File: src/rtl/pgprot_pkg.sv
package pgprot_pkg;

  typedef enum logic [1:0] {
    CK_FETCH = 2'b00,
    CK_READ  = 2'b01,
    CK_WRITE = 2'b10,
    CK_ALT   = 2'b11
  } cyc_kind_e;

  typedef enum logic [2:0] {
    VC_NONE  = 3'd0,
    VC_ADDR  = 3'd1,
    VC_RES   = 3'd2,
    VC_PRIV  = 3'd3,
    VC_INSN  = 3'd4,
    VC_WRITE = 3'd5
  } viol_code_e;

  localparam int NUM_CODES   = 6;
  localparam int PME_WE_BIT  = 13;
  localparam int PME_PUB_BIT = 14;
  localparam int PME_RES_BIT = 15;
  localparam int ST_SRC_BIT  = 2;
  localparam int ST_DST_BIT  = 3;
  localparam int ST_MODE_BIT = 4;

  // status bit that records a given violation code; -1 for none
  function automatic int code_stat_bit(input logic [2:0] c);
    case (c)
      VC_INSN:  return 11;
      VC_ADDR:  return 12;
      VC_WRITE: return 13;
      VC_PRIV:  return 14;
      VC_RES:   return 15;
      default:  return -1;
    endcase
  endfunction

endpackage

File: src/rtl/pgprot_xlate.sv
module pgprot_xlate #(
  parameter int VA_W  = 16,
  parameter int OFF_W = 9,
  parameter int PPN_W = 9,
  parameter int PME_W = 16,
  localparam int PA_W = PPN_W + OFF_W
) (
  input  logic [VA_W-1:0]  vaddr,
  input  logic [PME_W-1:0] pme,
  output logic [PA_W-1:0]  paddr,
  output logic             resident,
  output logic             wr_en,
  output logic             is_public,
  output logic             odd_addr
);
  import pgprot_pkg::*;

  function automatic logic [PA_W-1:0] join_addr(input logic [PPN_W-1:0] ppn,
                                                 input logic [OFF_W-1:0] off);
    return {ppn, off};
  endfunction

  assign paddr     = join_addr(pme[PPN_W-1:0], vaddr[OFF_W-1:0]);
  assign resident  = pme[PME_RES_BIT];
  assign wr_en     = pme[PME_WE_BIT];
  assign is_public = pme[PME_PUB_BIT];
  assign odd_addr  = vaddr[0];

  logic unused_hi;
  assign unused_hi = ^{vaddr[VA_W-1:OFF_W], pme[PME_WE_BIT-1:PPN_W]};
endmodule

File: src/rtl/pgprot_rules.sv
module pgprot_rules #(
  parameter logic [15:0] ENTRY_OP = 16'o000401,
  parameter int          FW_W     = 16
) (
  input  logic            valid,
  input  logic [1:0]      kind,
  input  logic            byte_acc,
  input  logic            odd_addr,
  input  logic            resident,
  input  logic            wr_en,
  input  logic            is_public,
  input  logic            prev_private,
  input  logic [FW_W-1:0] fetch_word,
  output logic [2:0]      code,
  output logic            hit,
  output logic            pub_to_priv
);
  import pgprot_pkg::*;

  logic is_fetch, is_write;
  logic [NUM_CODES-1:1] cond;

  assign is_fetch    = (cyc_kind_e'(kind) == CK_FETCH);
  assign is_write    = (cyc_kind_e'(kind) == CK_WRITE);
  assign pub_to_priv = !is_public && !prev_private;

  always_comb begin
    cond           = '0;
    cond[VC_ADDR]  = valid && odd_addr && (is_fetch || !byte_acc);
    cond[VC_RES]   = valid && !resident;
    cond[VC_PRIV]  = valid && pub_to_priv && !is_fetch;
    cond[VC_INSN]  = valid && pub_to_priv && is_fetch && (fetch_word != ENTRY_OP);
    cond[VC_WRITE] = valid && is_write && !wr_en;
  end

  // lowest code number has highest priority
  always_comb begin
    code = VC_NONE;
    for (int i = NUM_CODES - 1; i >= 1; i--) begin
      if (cond[i]) code = 3'(i);
    end
  end

  assign hit = |cond;
endmodule

File: src/rtl/pgprot_status.sv
module pgprot_status #(
  parameter int ST_W = 16
) (
  input  logic            clk,
  input  logic            rst_n,
  input  logic            valid,
  input  logic [2:0]      code,
  input  logic            src,
  input  logic            dst,
  input  logic            mode,
  input  logic            clr,
  output logic [ST_W-1:0] stat,
  output logic            frozen,
  output logic            capture
);
  import pgprot_pkg::*;

  logic [ST_W-1:0] snap;

  assign frozen  = |stat[ST_W-1:11];
  assign capture = valid && (!frozen || clr);

  for (genvar g = 0; g < ST_W; g++) begin : g_snap
    if (g == ST_SRC_BIT) begin : g_src
      assign snap[g] = src;
    end else if (g == ST_DST_BIT) begin : g_dst
      assign snap[g] = dst;
    end else if (g == ST_MODE_BIT) begin : g_mode
      assign snap[g] = mode;
    end else begin : g_kind
      assign snap[g] = (code_stat_bit(code) == g);
    end
  end

  always_ff @(posedge clk or negedge rst_n) begin
    if (!rst_n)       stat <= '0;
    else if (capture) stat <= snap;
    else if (clr)     stat <= '0;
  end
endmodule

File: src/rtl/pgprot_check.sv
module pgprot_check #(
  parameter int          VA_W     = 16,
  parameter int          OFF_W    = 9,
  parameter int          PPN_W    = 9,
  parameter int          PME_W    = 16,
  parameter int          ST_W     = 16,
  parameter logic [15:0] ENTRY_OP = 16'o000401,
  localparam int         PA_W     = PPN_W + OFF_W
) (
  input  logic              clk,
  input  logic              rst_n,
  input  logic              cyc_valid,
  input  logic [VA_W-1:0]   cyc_vaddr,
  input  logic [1:0]        cyc_kind,
  input  logic              cyc_byte,
  input  logic              cyc_src,
  input  logic              cyc_dst,
  input  logic              user_mode,
  input  logic              prev_private,
  input  logic [15:0]       fetch_word,
  input  logic [PME_W-1:0]  pme,
  input  logic              stat_clr,
  output logic [PA_W-1:0]   paddr,
  output logic              viol,
  output logic [2:0]        viol_code,
  output logic [ST_W-1:0]   fault_stat
);
  logic resident, wr_en, is_public, odd_addr;
  logic pub_to_priv, rule_hit, frozen, capture;

  pgprot_xlate #(.VA_W(VA_W), .OFF_W(OFF_W), .PPN_W(PPN_W), .PME_W(PME_W)) u_xlate (
    .vaddr(cyc_vaddr), .pme(pme), .paddr(paddr), .resident(resident),
    .wr_en(wr_en), .is_public(is_public), .odd_addr(odd_addr)
  );

  pgprot_rules #(.ENTRY_OP(ENTRY_OP), .FW_W(16)) u_rules (
    .valid(cyc_valid), .kind(cyc_kind), .byte_acc(cyc_byte), .odd_addr(odd_addr),
    .resident(resident), .wr_en(wr_en), .is_public(is_public),
    .prev_private(prev_private), .fetch_word(fetch_word),
    .code(viol_code), .hit(rule_hit), .pub_to_priv(pub_to_priv)
  );

  assign viol = rule_hit;

  pgprot_status #(.ST_W(ST_W)) u_status (
    .clk(clk), .rst_n(rst_n), .valid(cyc_valid), .code(viol_code),
    .src(cyc_src), .dst(cyc_dst), .mode(user_mode), .clr(stat_clr),
    .stat(fault_stat), .frozen(frozen), .capture(capture)
  );
endmodule

File: config.mk
export PLATFORM = sky130hd
export DESIGN_NAME = pgprot_check
export DESIGN_NICKNAME = d
export VERILOG_FILES = /design/src/rtl/pgprot_pkg.sv /design/src/rtl/pgprot_xlate.sv /design/src/rtl/pgprot_rules.sv /design/src/rtl/pgprot_status.sv /design/src/rtl/pgprot_check.sv
export SDC_FILE = /design/constraint.sdc
export NUM_CORES = 1
export LEC_CHECK = 0
export ABC_CLOCK_PERIOD_IN_PS = 1600
export BUFFER_PORTS_ARGS = -buffer_cell sky130_fd_sc_hd__buf_4
export CORE_MARGIN = 1
export CORE_UTILIZATION = 34
export CTS_BUF_LIST = sky130_fd_sc_hd__clkbuf_4 sky130_fd_sc_hd__clkbuf_8
export DETAILED_ROUTE_END_ITERATION = 7
export PLACE_DENSITY = 0.81
export SLEW_MARGIN = 20
export SYNTH_ARGS = -nofsm -noshare
export SYNTH_HDL_FRONTEND = slang
export SYNTH_HIERARCHICAL = 1
export SYNTH_SLANG_ARGS = --single-unit
File: constraint.sdc
create_clock -name clk -period 1.6 [get_ports clk]
set_clock_uncertainty 0.15 [all_clocks]
set_input_delay 0.16 -clock clk [delete_from_list [all_inputs] [get_ports clk]]
set_output_delay 0.16 -clock clk [all_outputs]
set_load 0.01 [all_outputs]
* Word-level counts from Yosys, hierarchy flattened
Index checks and enable logic that the tools add are counted.
** Cells by class
- $mul :: 0
- Reductions and logical operators :: 25
- Eq/ne operators :: 19
- Div/mod/pow operators :: 0
- Shift operators :: 0
- Bitwise gates (word level) :: 0
- Magnitude comparators :: 0
- Add/sub/neg operators :: 0
- Multiplexer cells :: 8
** Operators with widths (number)
- $eq 32x5->1 const B :: 8
- $pmux 32 s5 :: 1
- $eq 32x4->1 const B :: 3
- $eq 32x2->1 const B :: 1
- $logic_not 32->1 :: 1
- $mux 16 :: 2
- $ne 16x9->1 const B :: 1
- $mux 3 :: 5
- $logic_and 1x1->1 :: 11
- $reduce_or 5->1 :: 2
- $logic_not 1->1 :: 7
- $eq 3x2->1 const B :: 2
- $eq 3x3->1 const B :: 2
- $eq 3x1->1 const B :: 1
- $eq 2x2->1 const B :: 1
- $logic_not 2->1 :: 1
- $logic_or 1x1->1 :: 2
- $reduce_bool 2->1 :: 1
** Word-level totals
- Memory bits (read-only) :: 0
- Bits in writable memories :: 0
- Input port bits :: 59
- Memories kept :: 0
- Output and inout bits :: 38
- Bits in latches :: 0
- Register bits after elaboration :: 16
- Logic and storage cells :: 53

* Depth between registers and ports, before layout
Gate-level depths: netlist of the first run.
- Depth in word-level cells :: 13
- Gate-level depth with buffers :: 8
- Gate-level depth less buffers :: 7

* Hierarchy
Netlist of the first run, hierarchy kept.
** By module, submodules not included
- pgprot_status :: times used 1, cells an instance 48, area an instance 518.0 µm²
- pgprot_xlate :: times used 1, cells an instance 22, area an instance 165.2 µm²
- pgprot_rules :: times used 1, cells an instance 20, area an instance 163.9 µm²

* Worst setup path after synthesis of the first run
OpenSTA, ideal clock, no wires.
- Kind :: input to register
- From :: in fetch_word[1]
- To :: reg u_status.stat[15]
- Stages :: 7
- Path slack :: -0.161 ns
- Data arrival time :: 1.528 ns
- Cell sequence :: nor4b_2 > nand4_1 > a32oi_2 > nor2b_1 > nand2b_1 > or3b_2 > o22ai_1
** On the way
- Longest elaborated chain between the ends :: 10
- Elaborated cells between the ends (all ways) :: 14
- Those cells by class :: eq/ne: 7; mux: 6; reduce/logical: 1
** Ends and longest elaborated chain
- from (decl) :: RTL line pgprot_check.sv:20 : input logic [15:0] fetch_word,
- $ne 16x9->1 * :: RTL line pgprot_rules.sv:32 : cond[VC_INSN] = valid && pub_to_priv && is_fetch && (fetch_word != ENTRY_OP);
- $logic_and 1x1->1 * :: RTL line pgprot_rules.sv:32
- $mux 3 * (4 in a row) :: RTL line pgprot_rules.sv:40 : if (cond[i]) code = 3'(i);
- via viol_code[2] :: RTL line pgprot_check.sv:25 : output logic [2:0] viol_code,
- $eq 3x2->1, or another cell as far along :: RTL line pgprot_pkg.sv:29 : case (c)
- $pmux 32 s5 * :: RTL line pgprot_pkg.sv:29
- $eq 32x5->1 * :: RTL line pgprot_status.sv:31 : assign snap[g] = (code_stat_bit(code) == g);
- $mux 16 * :: RTL line pgprot_status.sv:37 : else if (capture) stat <= snap;
- to (signal assigned) :: RTL line pgprot_status.sv:37
- to (decl) :: RTL line pgprot_status.sv:12 : output logic [ST_W-1:0] stat,
The timed path passes the listed nets; every way through them passes the cells marked *.
A chain may end at the register's enable or synchronous reset.

* Final worst setup path of the first run
- From :: in fetch_word[10]
- To :: out viol_code[2]
** On the way
- Longest elaborated chain between the ends :: 6
** Ends and longest elaborated chain (RTL line)
- $ne 16x9->1 :: pgprot_rules.sv:32
- $logic_and 1x1->1 :: pgprot_rules.sv:32
- $mux 3 (4 in a row) :: pgprot_rules.sv:40
- to (decl) :: pgprot_check.sv:25
No other way between the ends.

==> results.py, run 1 <==
metrics = {
    "outcome": {
        "outcome": "finished, final reports clean",
    },
    "floorplanning": {
        "rows": 17,
        "initial_utilization_pct": 37.0,
        "die_x_um": 51.5,
        "die_area_sq_um": 2660,
        "ios": 97,
        "die_y_um": 51.5,
        "coreArea_sq_um": 2250,
    },
    "critical_path": {
        "worst-endpoint-arrival_ns": 1.21,
        "worstSetupStartpointType": "primary input",
        "critPathKind": "in -> out",
        "r2r_slack_ns": 0.09,
        "cp.required_ns": 1.29,
        "reg2reg_from": "u_status/stat[11]",
        "endpoint_kind": "output port",
        "critical_path.max_fanout": 2,
        "r2r_end": "u_status/stat[12]",
        "rr_worst_depth": 3,
    },
    "power_and_ir_drop": {
        "swShare_pct": 28.7,
        "cellLeakagePower_nw": 0.563,
        "p_switching_uw": 206,
        "p_clk_share_pct": 26.0,
        "finalPower_uw": 719,
        "internal_power_uw": 512,
        "combPwrFrac_pct": 31.5,
        "power_density_nw_per_um2": 618,
        "vdd_drop_max_mv": 0.280,
        "p_seq_share_pct": 42.5,
    },
    "placed_design": {
        "portBuffers": 46,
        "place_inst": 144,
        "place_area_sq_um": 1100,
        "dp_slack_ns": -0.209,
        "dp_hpwl_um": 1490,
        "gp_congestion": 0.698,
    },
    "timing": {
        "fin_tns_setup_ns": 0,
        "fin_hold_ws_ns": 0.0108,
        "fin_crit_sh_pct": 94.8,
        "drv_slew": 0,
        "setup_viol": 0,
        "timing.final.ws_setup_ns": 0.0830,
        "period_minus_slack_ns": 1.52,
        "rsz0062_at_grt": "false",
        "finalHoldViolations": 0,
        "max_freq_mhz": 659,
    },
    "clock_network": {
        "clockBufferDepth": 2,
        "cts_tree": "built",
        "numCtsBuffers": 3,
        "cts.sinks": 11,
        "worstSkewPairLatency_ns": 0.27,
        "clkTransAtPathRegs_ns": 0.07,
        "cts_root_buffer": "clkbuf_4",
        "htreeDepth": 1,
    },
    "cells_and_area": {
        "largest_registers": "u_status/stat (11)",
        "final_area_sq_um": 1160,
        "nets": 183,
        "post-route-util_pct": 51.6,
        "syn_to_final_growth_pct": 39.3,
        "max_flop_register": "u_status/stat",
        "largest_register_ffs": 11,
        "drive_above_1_share_pct": 56.1,
        "antennaDiodeCount": 0,
        "fin_cells": 151,
    },
    "logic_synthesis": {
        "syn-instance-count": 88,
        "synth.avg_cell_area_sq_um": 9.48,
        "yosys_warnings": 6,
        "syn_area_sq_um": 835,
    },
    "run": {
        "maxCapViolations": 0,
    },
    "drt": {
        "ant_nets": 0,
        "wl_um": 1770,
        "routedWlPerCell_um": 11.7,
        "drt-initial-drc-count": 3,
        "drc": 0,
        "num_vias": 728,
        "vias_per_cell": 4.82,
        "firstDrtPassIters": 2,
    },
    "hold_path": {
        "whs_path_depth": 3,
        "hold_class": "in -> reg",
        "holdCritStartpoint": "cyc_src",
        "hold_path_end": "u_status/stat[2]",
    },
    "grt": {
        "grt-ovfl-total": 0,
        "track_usage_pct": 15.4,
        "grt_pass1_wl_um": 2900,
        "first_global_vias": 690,
        "grt_max_degree": 12,
        "antenna_found_initial": 0,
    },
}
worst max-delay path by stage:
stage | endpoint | cells past startpoint | slack, ns | start
after floorplan | u_status/stat[15] | 7 | -0.04 | fetch_word[2]
after global placement | u_status/stat[15] | 8 | -0.17 | fetch_word[10]
after detailed placement | u_status/stat[15] | 8 | -0.21 | fetch_word[10]
after CTS | viol_code[2] | 7 | 0.05 | fetch_word[10]
after global routing | viol_code[2] | 7 | 0.006 | fetch_word[9]
final | viol_code[2] | 7 | 0.08 | fetch_word[10]
critical path, cell delays in order:
cell,delay (ns)
buf_4,0.11
nor4_2,0.26
nand4_1,0.14
a32oi_2,0.20
nor2b_2,0.07
buf_4,0.14
buf_4,0.13
power groups by stage:
stage / sequential [mW] / combinational, mW / clock (mW)
final: 0.306 / 0.226 / 0.186
after global routing: 0.308 / 0.247 / 0.205
after CTS: 0.306 / 0.226 / 0.195
after detailed placement: 0.311 / 0.220 / 0
after global placement: 0.311 / 0.215 / 0
after floorplan: 0.317 / 0.141 / 0
layout by cell type, fill, tap and decap left out, types with 2 or more instances in the layout:
master,count
inv_1,5
dlygate4sd3_1,3
o32ai_1,3
dfrtp_1,11
buf_4,52
o2bb2ai_1,3
nor4_4,2
nand2_1,7
and3_1,2
nor2_1,3
and2_1,4
conb_1,5
clkbuf_4,3
area by class of cell:
cell class	instances	area, sq um
clock buffers	3	22.5
flip-flops and latches	11	275
inverters	5	18.8
repair buffers	55	420
clock inverters	1	5.00
multi-input cells	48	385
well taps	28	35.0
fillers	218	1090
per-layer routing:
layer / GRT usage [%] / wire (um)
met1: 16.4 / 659
met2: 26.0 / 870
met3: 3.80 / 190
met4: 11.7 / 51
met5: 0 / 0
timing repair:
action / 4_1_cts / 5_1_grt
setup endpoints to repair: 0 / 2
setup buffers: 0 / 0
endpoints found under the hold margin: 17 / 0
hold buffers: 3 / 0
resized for setup: 0 / 1
(Power assumes the default switching activity.)
==> run 2: changes to the inputs <==
--- a/config.mk
+++ b/config.mk
@@ -8,12 +8,11 @@
 export ABC_CLOCK_PERIOD_IN_PS = 1600
 export BUFFER_PORTS_ARGS = -buffer_cell sky130_fd_sc_hd__buf_4
 export CORE_MARGIN = 1
-export CORE_UTILIZATION = 34
+export CORE_UTILIZATION = 33
 export CTS_BUF_LIST = sky130_fd_sc_hd__clkbuf_4 sky130_fd_sc_hd__clkbuf_8
 export DETAILED_ROUTE_END_ITERATION = 7
-export PLACE_DENSITY = 0.81
+export PLACE_DENSITY = 0.84
 export SLEW_MARGIN = 20
 export SYNTH_ARGS = -nofsm -noshare
 export SYNTH_HDL_FRONTEND = slang
-export SYNTH_HIERARCHICAL = 1
 export SYNTH_SLANG_ARGS = --single-unit
==> results.py, run 2 <==
metrics = {
    "outcome": {
        "outcome": "finished, final reports clean",
    },
    "timing": {
        "slew_headroom_pct": 59.4,
        "setup_viol": 0,
        "period_minus_slack_ns": 1.58,
        "tightest_slew_ns": 0.602,
        "rsz0062_at_grt": "true",
        "drv_slew": 0,
        "timing.final.ws_setup_ns": 0.0226,
        "finalHoldViolations": 0,
        "fin_crit_sh_pct": 98.6,
        "max_freq_mhz": 634,
    },
    "power_and_ir_drop": {
        "vdd_drop_max_mv": 0.454,
        "finalPower_uw": 810,
        "cellLeakagePower_nw": 0.615,
        "power_density_nw_per_um2": 682,
    },
    "critical_path": {
        "worst_path_largest_cell_delay_ns": 0.41,
        "endpoint_kind": "register",
        "crit_chain": "or3_4 -> o22ai_4 -> nand3_2 -> o32ai_2",
        "r2r_slack_ns": 0.02,
        "worstSetupStartpointType": "register",
        "r2r_end": "u_status.stat[11]",
        "cp_slowest_cell": "or3_4",
        "crit_start": "u_status.stat[12]",
        "worst-path-buf-inv": 0,
        "critical_path.max_fanout": 6,
        "rr_worst_depth": 4,
        "cp.required_ns": 1.63,
        "critPathKind": "reg -> reg",
        "reg2reg_from": "u_status.stat[12]",
        "cpLargestDelayFamily": "simple AND/OR/NAND/NOR gates",
        "worst-endpoint-arrival_ns": 1.60,
    },
    "placed_design": {
        "gp_congestion": 0.845,
        "dp_slack_ns": 0.0175,
        "dp_hpwl_um": 1730,
        "place_inst": 147,
        "portBuffers": 46,
    },
    "logic_synthesis": {
        "yosysTopAreaCellShare_pct": 34.3,
        "yosysMostFrequentCell": "buf_4",
        "syn_area_sq_um": 803,
        "ys_dominant_reg_cell": "dfrtp_1",
        "yosysUniqueCellTypes": 29,
        "ys_top_cells_by_count": "buf_4 (24), dfrtp_1 (11), nand2_1 (8)",
        "ys_seq_elements": 11,
        "synth_edf_count": 0,
        "synthArstFlopShare_pct": 100,
        "yosysSeqAreaShare_pct": 34.3,
        "synthTopCellsByArea": "dfrtp_1 (34%), buf_4 (22%), nand2_1 (3.7%), o211ai_1 (2.8%), a32o_1 (2.5%)",
        "syn-instance-count": 87,
        "yosys_warnings": 0,
        "synth_top_area_cell": "dfrtp_1",
        "synth.avg_cell_area_sq_um": 9.23,
    },
    "floorplanning": {
        "coreArea_sq_um": 2250,
        "die_area_sq_um": 2640,
        "rows": 17,
        "die_x_um": 51.3,
        "die_y_um": 51.3,
        "ios": 97,
        "initial_utilization_pct": 35.6,
    },
    "clock_network": {
        "worstSkewPairLatency_ns": 0.27,
        "cts.sinks": 11,
        "cts_tree": "built",
        "htreeDepth": 1,
        "clockBufferDepth": 2,
        "clkTransAtPathRegs_ns": 0.07,
        "cts_root_buffer": "clkbuf_4",
        "numCtsBuffers": 3,
    },
    "drt": {
        "drc": 0,
        "vias_per_cell": 4.98,
        "routedWlPerCell_um": 14.1,
        "num_vias": 796,
        "wl_um": 2250,
        "firstDrtPassIters": 4,
        "ant_nets": 0,
        "drt-initial-drc-count": 12,
    },
    "grt": {
        "track_usage_pct": 18.0,
        "grt_max_degree": 12,
        "grt_pass1_wl_um": 3480,
        "antenna_found_initial": 0,
        "grt-ovfl-total": 0,
        "first_global_vias": 795,
    },
    "hold_path": {
        "hold_path_end": "u_status.stat[14]",
        "hold_class": "in -> reg",
        "holdCritStartpoint": "cyc_valid",
        "whs_path_depth": 3,
    },
    "run": {
        "maxCapViolations": 0,
    },
    "cells_and_area": {
        "final_common_cell": "buf_4",
        "antennaDiodeCount": 0,
        "syn_to_final_growth_pct": 47.8,
        "post-route-util_pct": 52.7,
        "largest_register_ffs": 11,
        "fin_cells": 160,
        "max_flop_register": "u_status.stat",
        "mostFrequentLayoutCells": "buf_4 (56), dfrtp_1 (11), nand2_1 (8)",
        "nets": 192,
        "largest_registers": "u_status.stat (11)",
        "drive_above_1_share_pct": 52.3,
    },
}
-- run 2: cell types whose count changed in the layout (fill, tap and decap cells not counted), moves of 3 or more --
cell and delta:
buf_4 +4, o211ai_1 +3, inv_1 -3, o32ai_1 -3
o21ai_0 +4
-- run 2: where the power goes --
part / total [mW] / switching (mW) / leakage (nW) / internal (mW)
sequential: 0.311 / 0.0120 / 0.148 / 0.299
clock: 0.208 / 0.0940 / 0.0184 / 0.114
combinational: 0.292 / 0.128 / 0.449 / 0.164
total: 0.810 / 0.234 / 0.615 / 0.576
-- run 2: repair_timing --
action	CTS	global route
endpoints found under the setup margin	1	4
pin swaps	2	2
buffers inserted	3	1
endpoints found under the hold margin	15	0
hold buffers	5	0
gates resized for setup	0	2
-- run 2: worst reg2reg max path: stages (launching register included) --
cell     delay (ns)
dfrtp_1        0.38
or3_4          0.41
o22ai_4        0.22
nand3_2        0.11
o32ai_2        0.21
-- run 2: area by class of cell --
class                           count  area, sq um
Clock buffer                        4         30.0
Sequential cell                    11          275
Fill cell                         214         1070
Tap cell                           28         35.0
Timing Repair Buffer               61          470
Multi-Input combinational cell     53          365
Inverter                            3         11.3
-- run 2: through the flow --
step / hold WS [ns] / TNS [ns] / instance area, sq um
finish: 0.0773 / 0 / 1190
floorplan: -0.286 / 0 / 818
global placement: -0.152 / 0 / 1060
detailed placement: -0.146 / 0 / 1060
CTS: 0.0668 / 0 / 1170
global route: 0.0747 / -0.0215 / 1190
-- run 2: per-layer routing --
metal / track usage (%) / up-vias / wire length (um)
li1: - / 376 / -
met1: 17.1 / 385 / 796
met2: 35.1 / 33 / 1290
met3: 7.74 / 2 / 167
met4: 4.05 / 0 / 2
met5: 0 / - / 0
-- run 2: how the worst max path moves through the flow --
stage | slack, ns | endpoint | depth (start not counted)
final | 0.02 | u_status.stat[11] | 4
after global routing | -0.01 | u_status.stat[11] | 4
after CTS | 0.005 | u_status.stat[11] | 4
after detailed placement | 0.02 | u_status.stat[11] | 4
after global placement | 0.04 | u_status.stat[11] | 4
after floorplan | 0.02 | u_status.stat[11] | 4
-- run 2: logic make-up (layout without fill, tap and decap cells) --
| kind of cell | after synthesis | count (layout) | share of synthesized area [%] |
|---|---|---|---|
| DFF | 11 | 11 | 34.3 |
| AOI/OAI and AO/OA | 18 | 18 | 19.5 |
| and+or+nand+nor | 30 | 30 | 22.0 |
| other | 1 | 5 | 0.467 |
| buffers and inverters | 27 | 68 | 23.8 |
==> run 3: changes to the inputs <==
--- a/config.mk
+++ b/config.mk
@@ -5,13 +5,13 @@
 export SDC_FILE = /design/constraint.sdc
 export NUM_CORES = 1
 export LEC_CHECK = 0
-export ABC_CLOCK_PERIOD_IN_PS = 1600
+export ABC_CLOCK_PERIOD_IN_PS = 2040
 export BUFFER_PORTS_ARGS = -buffer_cell sky130_fd_sc_hd__buf_4
 export CORE_MARGIN = 1
-export CORE_UTILIZATION = 33
+export CORE_UTILIZATION = 36
 export CTS_BUF_LIST = sky130_fd_sc_hd__clkbuf_4 sky130_fd_sc_hd__clkbuf_8
 export DETAILED_ROUTE_END_ITERATION = 7
-export PLACE_DENSITY = 0.84
+export PLACE_DENSITY = 0.9
 export SLEW_MARGIN = 20
 export SYNTH_ARGS = -nofsm -noshare
 export SYNTH_HDL_FRONTEND = slang
==> constraint.sdc (replaced) <==
create_clock -name clk -period 2.04 [get_ports clk]
set_clock_uncertainty 0.15 [all_clocks]
set_input_delay 0.204 -clock clk [delete_from_list [all_inputs] [get_ports clk]]
set_output_delay 0.204 -clock clk [all_outputs]
set_load 0.01 [all_outputs]
==> results.py, run 3 (same netlist as run 2, synthesis figures left out) <==
metrics = {
    "drt": {
        "firstDrtPassIters": 4,
        "drt-initial-drc-count": 19,
        "routedWlPerCell_um": 13.6,
        "ant_nets": 0,
        "num_vias": 746,
        "vias_per_cell": 5.01,
        "wl_um": 2020,
        "drc": 0,
    },
    "cells_and_area": {
        "syn_to_final_growth_pct": 36.6,
        "num-fill-cells": 184,
        "nets": 182,
        "drive_above_1_share_pct": 46.7,
        "final_area_sq_um": 1100,
        "post-route-util_pct": 54.3,
        "largest_registers": "u_status.stat (11)",
        "antennaDiodeCount": 0,
        "mostFrequentLayoutCells": "buf_4 (46), dfrtp_1 (11), nand2_1 (8)",
        "largest_register_ffs": 11,
        "register_area_sq_um": 275,
        "final_common_cell": "buf_4",
        "multi_input_area_sq_um": 352,
        "max_flop_register": "u_status.stat",
    },
    "clock_network": {
        "cts.sinks": 11,
        "cts_tree": "built",
        "htreeDepth": 1,
        "clkTransAtPathRegs_ns": 0.08,
        "clockBufferDepth": 2,
        "numCtsBuffers": 3,
        "cts_setup_buffers": 0,
        "worstSkewPairLatency_ns": 0.28,
        "cts_root_buffer": "clkbuf_4",
    },
    "critical_path": {
        "critical_path.max_fanout": 9,
        "worst-endpoint-arrival_ns": 1.76,
        "critPathKind": "in -> reg",
        "r2r_end": "u_status.stat[11]",
        "r2r_slack_ns": 0.37,
        "worstSetupStartpointType": "primary input",
        "cp.required_ns": 2.08,
        "crit_start": "stat_clr",
        "rr_worst_depth": 4,
        "critPathCapture": "u_status.stat[11]",
        "endpoint_kind": "register",
        "reg2reg_from": "u_status.stat[12]",
    },
    "timing": {
        "period_minus_slack_ns": 1.72,
        "tightest_slew_ns": 0.494,
        "fin_tns_setup_ns": 0,
        "drv_slew": 0,
        "slew_headroom_pct": 66.7,
        "fin_hold_ws_ns": 0.0874,
        "finalHoldViolations": 0,
        "fin_crit_sh_pct": 84.1,
        "rsz0062_at_grt": "false",
        "setup_viol": 0,
        "max_freq_mhz": 583,
    },
    "placed_design": {
        "portBuffers": 46,
        "place_area_sq_um": 1020,
        "dp_hpwl_um": 1640,
        "gp_congestion": 0.727,
    },
    "floorplanning": {
        "die_x_um": 49.2,
        "ios": 97,
        "initial_utilization_pct": 39.7,
        "coreArea_sq_um": 2020,
        "die_y_um": 49.2,
        "die_area_sq_um": 2420,
        "rows": 16,
    },
    "grt": {
        "antenna_found_initial": 0,
        "grt_max_degree": 12,
        "track_usage_pct": 18.1,
        "grt-ovfl-total": 0,
        "first_global_vias": 762,
        "grt_pass1_wl_um": 3280,
    },
    "power_and_ir_drop": {
        "p_switching_uw": 182,
        "p_clk_share_pct": 28.0,
        "internal_power_uw": 428,
        "cellLeakagePower_nw": 0.563,
        "power_density_nw_per_um2": 556,
        "finalPower_uw": 610,
        "swShare_pct": 29.9,
        "vdd_drop_max_mv": 0.264,
        "p_seq_share_pct": 40.3,
        "combPwrFrac_pct": 31.6,
    },
    "outcome": {
        "outcome": "finished, final reports clean",
    },
    "run": {
        "maxCapViolations": 0,
    },
    "hold_path": {
        "hold_class": "in -> reg",
    },
}
==> run 3: worst min path at each step <==
stage               from                 to  slack (ns)  depth (start not counted)
2_1_floorplan      rst_n  u_status.stat[10]       -0.24                          0
3_3_place_gp       rst_n  u_status.stat[13]       -0.11                          1
3_5_place_dp       rst_n  u_status.stat[15]       -0.10                          1
4_1_cts        cyc_valid  u_status.stat[14]        0.09                          3
5_1_grt        cyc_valid  u_status.stat[14]        0.12                          3
6_report       cyc_valid  u_status.stat[14]        0.09                          3
==> run 3: critical path: stages <==
cell           delay [ns]
dlygate4sd3_1        0.52
buf_4                0.12
clkinv_1             0.22
o22ai_4              0.35
nand3_2              0.12
o32ai_2              0.22
==> run 3: per-stage QoR <==
| step | setup WS (ns) | instances |
|---|---|---|
| 4_1_cts | 0.318 | 149 |
| 3_5_place_dp | 0.379 | 140 |
| 2_1_floorplan | 0.460 | 91 |
| 5_1_grt | 0.205 | 149 |
| 6_report | 0.324 | 149 |
| 3_3_place_gp | 0.379 | 140 |
==> run 3: area by class of cell <==
| cell class | instances | area share (%) |
|---|---|---|
| timing repair buffer | 51 | 36.0 |
| multi-input combinational | 53 | 32.0 |
| sequential | 11 | 25.1 |
| tap | 27 | 3.08 |
| clock buffer | 4 | 2.74 |
| inverter | 3 | 1.03 |
==> run 3: routing by layer <==
layer  track usage, %  vias up  part of all wire, %
met2             33.1       27                   56
met5                0        -                    0
met4             12.7        0                  2.0
met1             16.7      355                   36
li1                 -      356                    -
met3             5.61        8                  5.5
==> run 3: repair_timing <==
item                                    in CTS  in global routing
endpoints found under the setup margin       0                  0
endpoints found under the hold margin       15                  0
hold buffers                                 5                  0
gates resized for setup                      0                  0
==> run 3: power groups by stage <==
stage / registers [mW] / logic, mW / clock network (mW)
after global routing: 0.248 / 0.207 / 0.183
after CTS: 0.246 / 0.193 / 0.173
final: 0.246 / 0.193 / 0.171
after floorplan: 0.256 / 0.121 / 0
after global placement: 0.249 / 0.180 / 0
after detailed placement: 0.251 / 0.185 / 0
